**config.mk**
```make
export PLATFORM = sky130hd
export DESIGN_NAME = req_router
export DESIGN_NICKNAME = d
export VERILOG_FILES = /design/src/rtl/req_router.sv
export SDC_FILE = /design/constraint.sdc
export NUM_CORES = 2
export LEC_CHECK = 0
export BUFFER_PORTS_ARGS = -buffer_cell sky130_fd_sc_hd__buf_4
export CAP_MARGIN = 20
export CORE_MARGIN = 5
export CORE_UTILIZATION = 38
export DETAILED_ROUTE_END_ITERATION = 8
export MAX_ROUTING_LAYER = met4
export PLACE_DENSITY = 0.52
export SYNTH_ARGS = -nofsm -noshare
export SYNTH_HDL_FRONTEND = slang
export SYNTH_SLANG_ARGS = --single-unit
```
**constraint.sdc**
```tcl
create_clock -name clk -period 5 [get_ports clk]
set_clock_uncertainty 0.2 [all_clocks]
set_input_delay 1 -clock clk [delete_from_list [all_inputs] [get_ports clk]]
set_output_delay 1 -clock clk [all_outputs]
set_load 0.005 [all_outputs]
```
**src/rtl/req_router.sv**
```systemverilog
module req_router #(
  parameter int NREQ = 75,
  parameter int NCH  = 16,
  parameter int CW   = 5,
  parameter int AW   = 16,
  parameter int DW   = 32,
  parameter logic [15:0] LO_BASE = 16'h0100,
  parameter logic [15:0] HI_BASE = 16'h1100
) (
  input  logic            clk,
  input  logic            rst_n,
  input  logic [NREQ-1:0] req_in,
  input  logic            bus_wen,
  input  logic [AW-1:0]   bus_addr,
  input  logic [DW-1:0]   bus_wdata,
  output logic [DW-1:0]   bus_rdata,
  output logic            bus_err,
  output logic [NCH-1:0]  ch_active,
  output logic [NCH-1:0]  ras_pulse,
  output logic [NCH-1:0]  eor_pulse
);
  localparam int LO_CNT = 64;
  localparam int HI_CNT = NREQ - LO_CNT;
  localparam int IW = $clog2(NREQ);
  localparam logic [AW-1:0] LO_END = AW'(LO_BASE) + AW'(4 * LO_CNT);
  localparam logic [AW-1:0] HI_END = AW'(HI_BASE) + AW'(4 * HI_CNT);

  logic [NREQ-1:0]         map_vld;
  logic [NREQ-1:0][CW-1:0] map_ch;
  logic [NREQ-1:0]         req_q;

  logic          hit;
  logic [IW-1:0] idx;
  logic [AW-1:0] off_lo, off_hi;

  assign off_lo = bus_addr - AW'(LO_BASE);
  assign off_hi = bus_addr - AW'(HI_BASE);

  always_comb begin
    hit = 1'b0;
    idx = '0;
    if (bus_addr[1:0] == 2'b00) begin
      if (bus_addr >= AW'(LO_BASE) && bus_addr < LO_END) begin
        hit = 1'b1;
        idx = IW'(off_lo >> 2);
      end else if (bus_addr >= AW'(HI_BASE) && bus_addr < HI_END) begin
        hit = 1'b1;
        idx = IW'(LO_CNT) + IW'(off_hi >> 2);
      end
    end
  end

  logic wr_bad, wr_ok;
  assign wr_bad = bus_wdata[7] && (int'(bus_wdata[CW-1:0]) >= NCH);
  assign wr_ok  = bus_wen && hit && !wr_bad;

  always_comb begin
    bus_rdata = '0;
    if (hit) begin
      bus_rdata[7]      = map_vld[idx];
      bus_rdata[CW-1:0] = map_ch[idx];
    end
  end

  always_ff @(posedge clk) begin
    if (!rst_n) begin
      map_vld <= '0;
      map_ch  <= '0;
      bus_err <= 1'b0;
    end else begin
      bus_err <= bus_wen && hit && wr_bad;
      if (wr_ok) begin
        map_vld[idx] <= bus_wdata[7];
        map_ch[idx]  <= bus_wdata[CW-1:0];
      end
    end
  end

  logic [NREQ-1:0] chg;
  logic [NCH-1:0]  sel, lvl;
  assign chg = req_in ^ req_q;

  always_comb begin
    sel = '0;
    lvl = '0;
    for (int c = 0; c < NCH; c++) begin
      for (int r = 0; r < NREQ; r++) begin
        if (chg[r] && map_vld[r] && map_ch[r] == CW'(c)) begin
          sel[c] = 1'b1;
          lvl[c] = req_in[r];
        end
      end
    end
  end

  always_ff @(posedge clk) begin
    req_q <= req_in;
    if (!rst_n) begin
      ch_active <= '0;
      ras_pulse <= '0;
      eor_pulse <= '0;
    end else begin
      ras_pulse <= sel & lvl & ~ch_active;
      eor_pulse <= sel & ~lvl & ch_active;
      ch_active <= (ch_active & ~sel) | (sel & lvl);
    end
  end
endmodule


```
==> summary.md, run 1 <==
For the via count of the first global-routing pass, the log shows 85.6k. The synthesized design contains 574 register bits. The total of warnings raised by yosys is 0, and the I/O pin count is 207. The proportion of register bits with asynchronous set or reset after synthesis was 0%; the leftover overflow at the end of global routing was 320.

The flow did not finish. The flow halted during 5_1_grt. The tools report the worst slack after detailed placement as -744 ps. A synthesized cell averages 6.81 µm². The number of clock buffers added by TritonCTS is 75. Hold repair after CTS inserted 0 buffers. The tools report the pin count of the biggest net entering global routing as 150.

The share of the Yosys chip area taken by registers is 20.6%. Placer's final routability congestion estimate: 1.38. Once detailed placement completed, the half-perimeter wirelength came to 424 mm. Yosys mapped a number of flops with a built-in enable equal to 0. The site row count was 140; the number of buffers added on ports was 154. For this run, the leading register cell type out of synthesis is dfxtp_1. The tools report the master cell of the clock root buffer as clkbuf_16.

The first global-routing pass estimated 771 mm of wire. CTS saw 574 sinks. In this run the deepest clock path goes through 3 buffers. From bottom edge to top edge, the die measures 393 µm. The die boundary width was 393 µm. Yosys mapped the design onto 109 distinct sky130hd cell types. The initial cell density of the core is 38.3%.

The tool reported: "[ERROR GRT-0116] Global routing finished with congestion. Check the congestion regions in the DRC Viewer". Across every metal layer, demand over resource in global routing totals 72.2%. Synthesis produced 8,197 cells.

The post-synthesis instance area was 0.0558 mm²; the depth of the CTS H-tree was 3.
synth_stat cells (73+ instances only):
master | n | area (µm²)
nor4_1 | 157 | 982
dfxtp_1 | 574 | 11500
or3_1 | 75 | 469
clkbuf_1 | 404 | 1520
nand4b_1 | 85 | 744
o211ai_1 | 87 | 653
nand2_1 | 1508 | 5660
a31oi_1 | 75 | 469
nand2b_1 | 188 | 1180
o22ai_1 | 240 | 1500
nand4_1 | 193 | 1210
nand3_1 | 497 | 2490
inv_1 | 77 | 289
o21ai_0 | 233 | 1170
nor4bb_1 | 101 | 1010
mux2i_1 | 89 | 891
a21oi_1 | 229 | 1150
a21boi_0 | 423 | 3180
and3_1 | 73 | 457
nor2_1 | 754 | 2830
nor3_1 | 367 | 1840
nor2b_1 | 176 | 1100
o221ai_1 | 83 | 727
nor4b_1 | 89 | 780
what timing repair did:
| item | 4_1_cts |
|---|---|
| resized for setup | 93 |
| pin swaps | 41 |
| setup endpoints to repair | 6 |
| buffers inserted | 31 |
| cloned | 2 |
stage by stage:
| stage | TNS [ps] | cells | instance area, µm² | hold WS, ps |
|---|---|---|---|---|
| after CTS | -44.6 | 11300 | 71600 | 209 |
| after detailed placement | -2970 | 11100 | 68100 | 244 |
| after global placement | -3250 | 11100 | 68100 | 229 |
| after floorplan | 0 | 8222 | 55900 | 239 |
routing by layer:
metal / global-route usage (%) / GRT overflow
met5: - / -
met4: 67.1 / 140
met3: 55.2 / 5
met2: 87.3 / 173
met1: 72.5 / 2
cells by family after synthesis:
family	after synthesis	share of synthesized area [%]
compound gates	2126	27.5
xor+xnor	133	2.30
buf+inv	606	4.43
flops	574	20.6
mux	119	2.20
other cells	1	0.00672
simple gates	4638	43.0
==> inputs of run 2 (changes only) <==
Settings changed: CORE_UTILIZATION 38 to 23, MAX_ROUTING_LAYER met4 to not set, PLACE_DENSITY 0.52 to not set, PLACE_DENSITY_LB_ADDON set to 0.15.
==> summary.md, run 2 <==
Setup violations remaining at the end of the flow were counted as 7. In the final layout, the share of cells above drive strength 1 is 24.8%. The critical path data required time came out at 3800 ps.

The run gives 207 (unchanged) as the I/O pin count. Before antenna repair, the detailed router went through 8 iterations. The worst-case clock buffer depth was 3 (unchanged). For this design the ratio of total power to cell area is 150 mW/mm².

The global routing stage identified its most utilized layer as met2. For met3 alone, demand over resource in global routing was 13.6%. The logs give 0.277 mV for the maximum ir drop on the vdd rail and 531 mm (+25%) for the post-DP HPWL. The most numerous cell type found on the critical path is buf_12. The total overflow left after global routing is 0. Setup repair after global routing could not meet its margin everywhere.

For the worst-skew pair, the clock arrives at the later sink with an insertion delay of 790 ps. The clock sink count is 574 (unchanged). Clock tree synthesis selected as its root buffer the cell clkbuf_16. The tools report the initial cell density of the core as 23.2% (-15 points).

The number of flops mapped to enable cells by yosys is 0 (unchanged). The floorplan die height was 503 µm (+28%); the area enclosed by the die boundary was 0.253 mm². The register ranked first by flip-flop count is map_ch.

The post-route clock period utilization works out to 107%. The detailed router placed 84.5k vias in this run. Entering global routing, the biggest net connects 139 pins. Data on the critical path arrives at its endpoint at 4170 ps. In this run the worst hold path is classified as input port to flop. At the pin with the least slew margin, the transition time is 1260 ps. The minimum hold slack came out at 171 ps.

The largest registers in the layout are map_ch: 375 flops, map_vld: 75 flops, req_q: 75 flops. Number of nets in the layout: 9,851. The proportion of register bits with asynchronous set or reset after synthesis works out to 0% (unchanged). The core region is 0.241 mm².

dfxtp_1 takes more of the synthesized area than any other cell. In this run the tightest slew margin relative to its limit is 15.6%. After synthesis, the largest family of logic cells by area is simple AND/OR/NAND/NOR gates. The peak per-stage delay on the critical path was 510 ps; the max-cap check violation count was 0.

For the remaining design rule violation count, the log shows 0. For this run, the leading register cell type out of synthesis is dfxtp_1. The logs give 77.0k for the via count of the first global-routing pass and 20.6% (unchanged) for the sequential-to-total area share from yosys stat. For met1 alone, demand over resource in global routing was 53.1%.

After the first detailed-routing iteration, the DRC count stood at 13.3k. The analysis attributes to cell leakage a power of 28.1 nW. The worst slack after detailed placement is -1120 ps (-377 ps). The total of warnings raised by yosys is 0 (unchanged). The commonest cells after synthesis are nand2_1 (1,508), nor2_1 (754), dfxtp_1 (574). Flop and latch count out of synthesis: 574 (unchanged).

The final reports fail on setup timing. In the layout the commonest cells are buf_4 (1,868), nand2_1 (1,508), nor2_1 (744), dfxtp_1 (574), nand3_1 (495). The number of hold buffers added after cts came out at 0 (unchanged). The area fraction in compound gates after synthesis works out to 27.5% (unchanged). The average routed wire per standard cell was 47.0 µm. STA classifies the critical path endpoint as an output pin. The logs give 109 (unchanged) for the number of distinct standard cells referenced by the synthesized netlist and 186 MHz for the maximum operating frequency.

The xor/xnor cell area share of the yosys netlist is 2.30% (unchanged), and the global-route wire length before repair is 781 mm. The flow ran to the end, but the final reports show violations. The share of synthesized cell area in and, or, nand and nor gates is 43.0% (unchanged), and the setup slack after layout is -373 ps.

The worst path in the final design needs a cycle of 5370 ps, including I/O delays and setup. For the number of antenna violations at the first check in global routing, the log shows 127. The run gives 3 (unchanged) as the depth of the CTS H-tree.

Across every metal layer, demand over resource in global routing totals 46.3%. The post-synthesis instance area is 0.0558 mm² (unchanged). Clock-pin slew was measured on the worst setup and hold paths at 60 ps. For the final wirelength, the log shows 614 mm.

By area the synthesized netlist is led by dfxtp_1 (21%), nand2_1 (10%), a21boi_0 (5.7%), nor2_1 (5.1%), nand3_1 (4.5%). The slowest stage of the critical path is the a221oi_4 cell. The tools report the site row count as 180 (+29%).

The number of buffers added on ports is 154 (unchanged). The mux cell area share after synthesis is 2.20% (unchanged). The number of pins exceeding their max-slew limit in the final report is 0.

The register with the most flip-flops in the layout has 375 of them. TritonCTS built the clock tree. Global-route track usage on met2: 69.3%.

The die boundary width came out at 503 µm (+28%). The worst setup path is launched from an input port. The library cell used most frequently in the layout, excluding fill and tap cells, is buf_4.

The top cell type's share of synthesized area works out to 20.6% (unchanged). Instance count of the mapped netlist: 8,197 (unchanged). The adder and majority cell fraction of the synthesized area was 0% (unchanged); the final number of hold-violating endpoints was 0.

The mean area per synthesized cell came out at 6.81 µm² (unchanged). The leading cell type by number of instances after synthesis is nand2_1. The area growth from synthesis to layout is 38.2%. Traced cell by cell, the critical path runs through buf_12 > a21o_1 > a211oi_4 > o21ai_4 > buf_12 > or3_4 > buf_12 > buf_4 > o22a_1 > o221ai_2 > o31ai_2 > nand3_2 > a221oi_4 > buf_6 > buf_6. For the number of clock buffers inserted by TritonCTS, the log shows 73 (-2.7%). The critical path is of the input port to output pin type.

The layout has 26.6k filler cells. The placer's final routability congestion estimate is 1.19 (-14%). After detailed routing, the number of vias per cell comes to 6.47.

Along the worst path, the maximum fanout reaches 13. The detail route stage leaves a number of antenna-violating nets equal to 0.
[run 2: path summary, 6_finish.rpt]
path                            slack (ps)      endpoint         from  cells past startpoint
worst max-delay path                  -370  bus_rdata[2]  bus_addr[2]                     15
worst min-delay path                   170      req_q[8]    req_in[8]                      1
worst max register to register         -10  ras_pulse[2]  map_ch[166]                     11
worst min register to register         270    map_vld[6]   map_vld[6]                      2
[run 2: area by class of cell]
class | count | area (µm²) | area share (%)
antenna | 89 | 223 | 0.289
clock buffer | 104 | 2130 | 2.75
inverter | 81 | 304 | 0.394
tap | 3185 | 3990 | 5.16
multi-input combinational | 7042 | 43200 | 56.0
timing repair buffer | 1953 | 15500 | 20.0
sequential | 574 | 11500 | 14.9
clock inverter | 29 | 328 | 0.425
[run 2: where the power goes]
group / total [W] / internal (W) / leakage (nW) / switching (W)
Clock: 0.00571 / 0.00319 / 1.21 / 0.00251
Combinational: 0.00126 / 0.000396 / 22.2 / 0.000861
Sequential: 0.00464 / 0.00461 / 4.65 / 0.0000350
Total: 0.0116 / 0.00820 / 28.1 / 0.00341
[run 2: logic make-up after synthesis]
family,count (synthesis)
AO/OA/AOI/OAI,2126
buffers and inverters,606
multiplexers,119
XOR/XNOR,133
AND/OR/NAND/NOR,4638
flip-flops,574
other,1
[run 2: critical path: cells and delay by family]
kind | cells | cell delay, ps
compound gates | 7 | 1860
buf+inv | 6 | 890
simple gates | 2 | 370
[run 2: through the flow]
stage	instance area, µm²	instances	total power [W]	utilization, %	setup TNS [ps]
floorplan	55900	8222	0.00530	-	0
global placement	73000	12800	0.00594	30.3	-8000
detailed placement	73000	12800	0.00593	30.3	-7770
CTS	76400	13000	0.0117	31.7	-1290
global route	77000	13000	0.0119	31.9	-1580
finish	77200	13100	0.0116	32.0	-1810
[run 2: per-layer routing]
metal	vias up	wire length [µm]
met2	6332	258000
met5	-	279
met3	1874	59700
met4	46	67700
li1	34100	-
met1	42200	228000
[run 2: repair_timing]
action,4_1_cts,5_1_grt
endpoints found under the setup margin,6,9
pin swaps,64,46
setup buffers,34,19
endpoints found under the hold margin,0,0
gates resized for setup,150,73
gates cloned,1,0
Power figures use the tool's default switching activity.
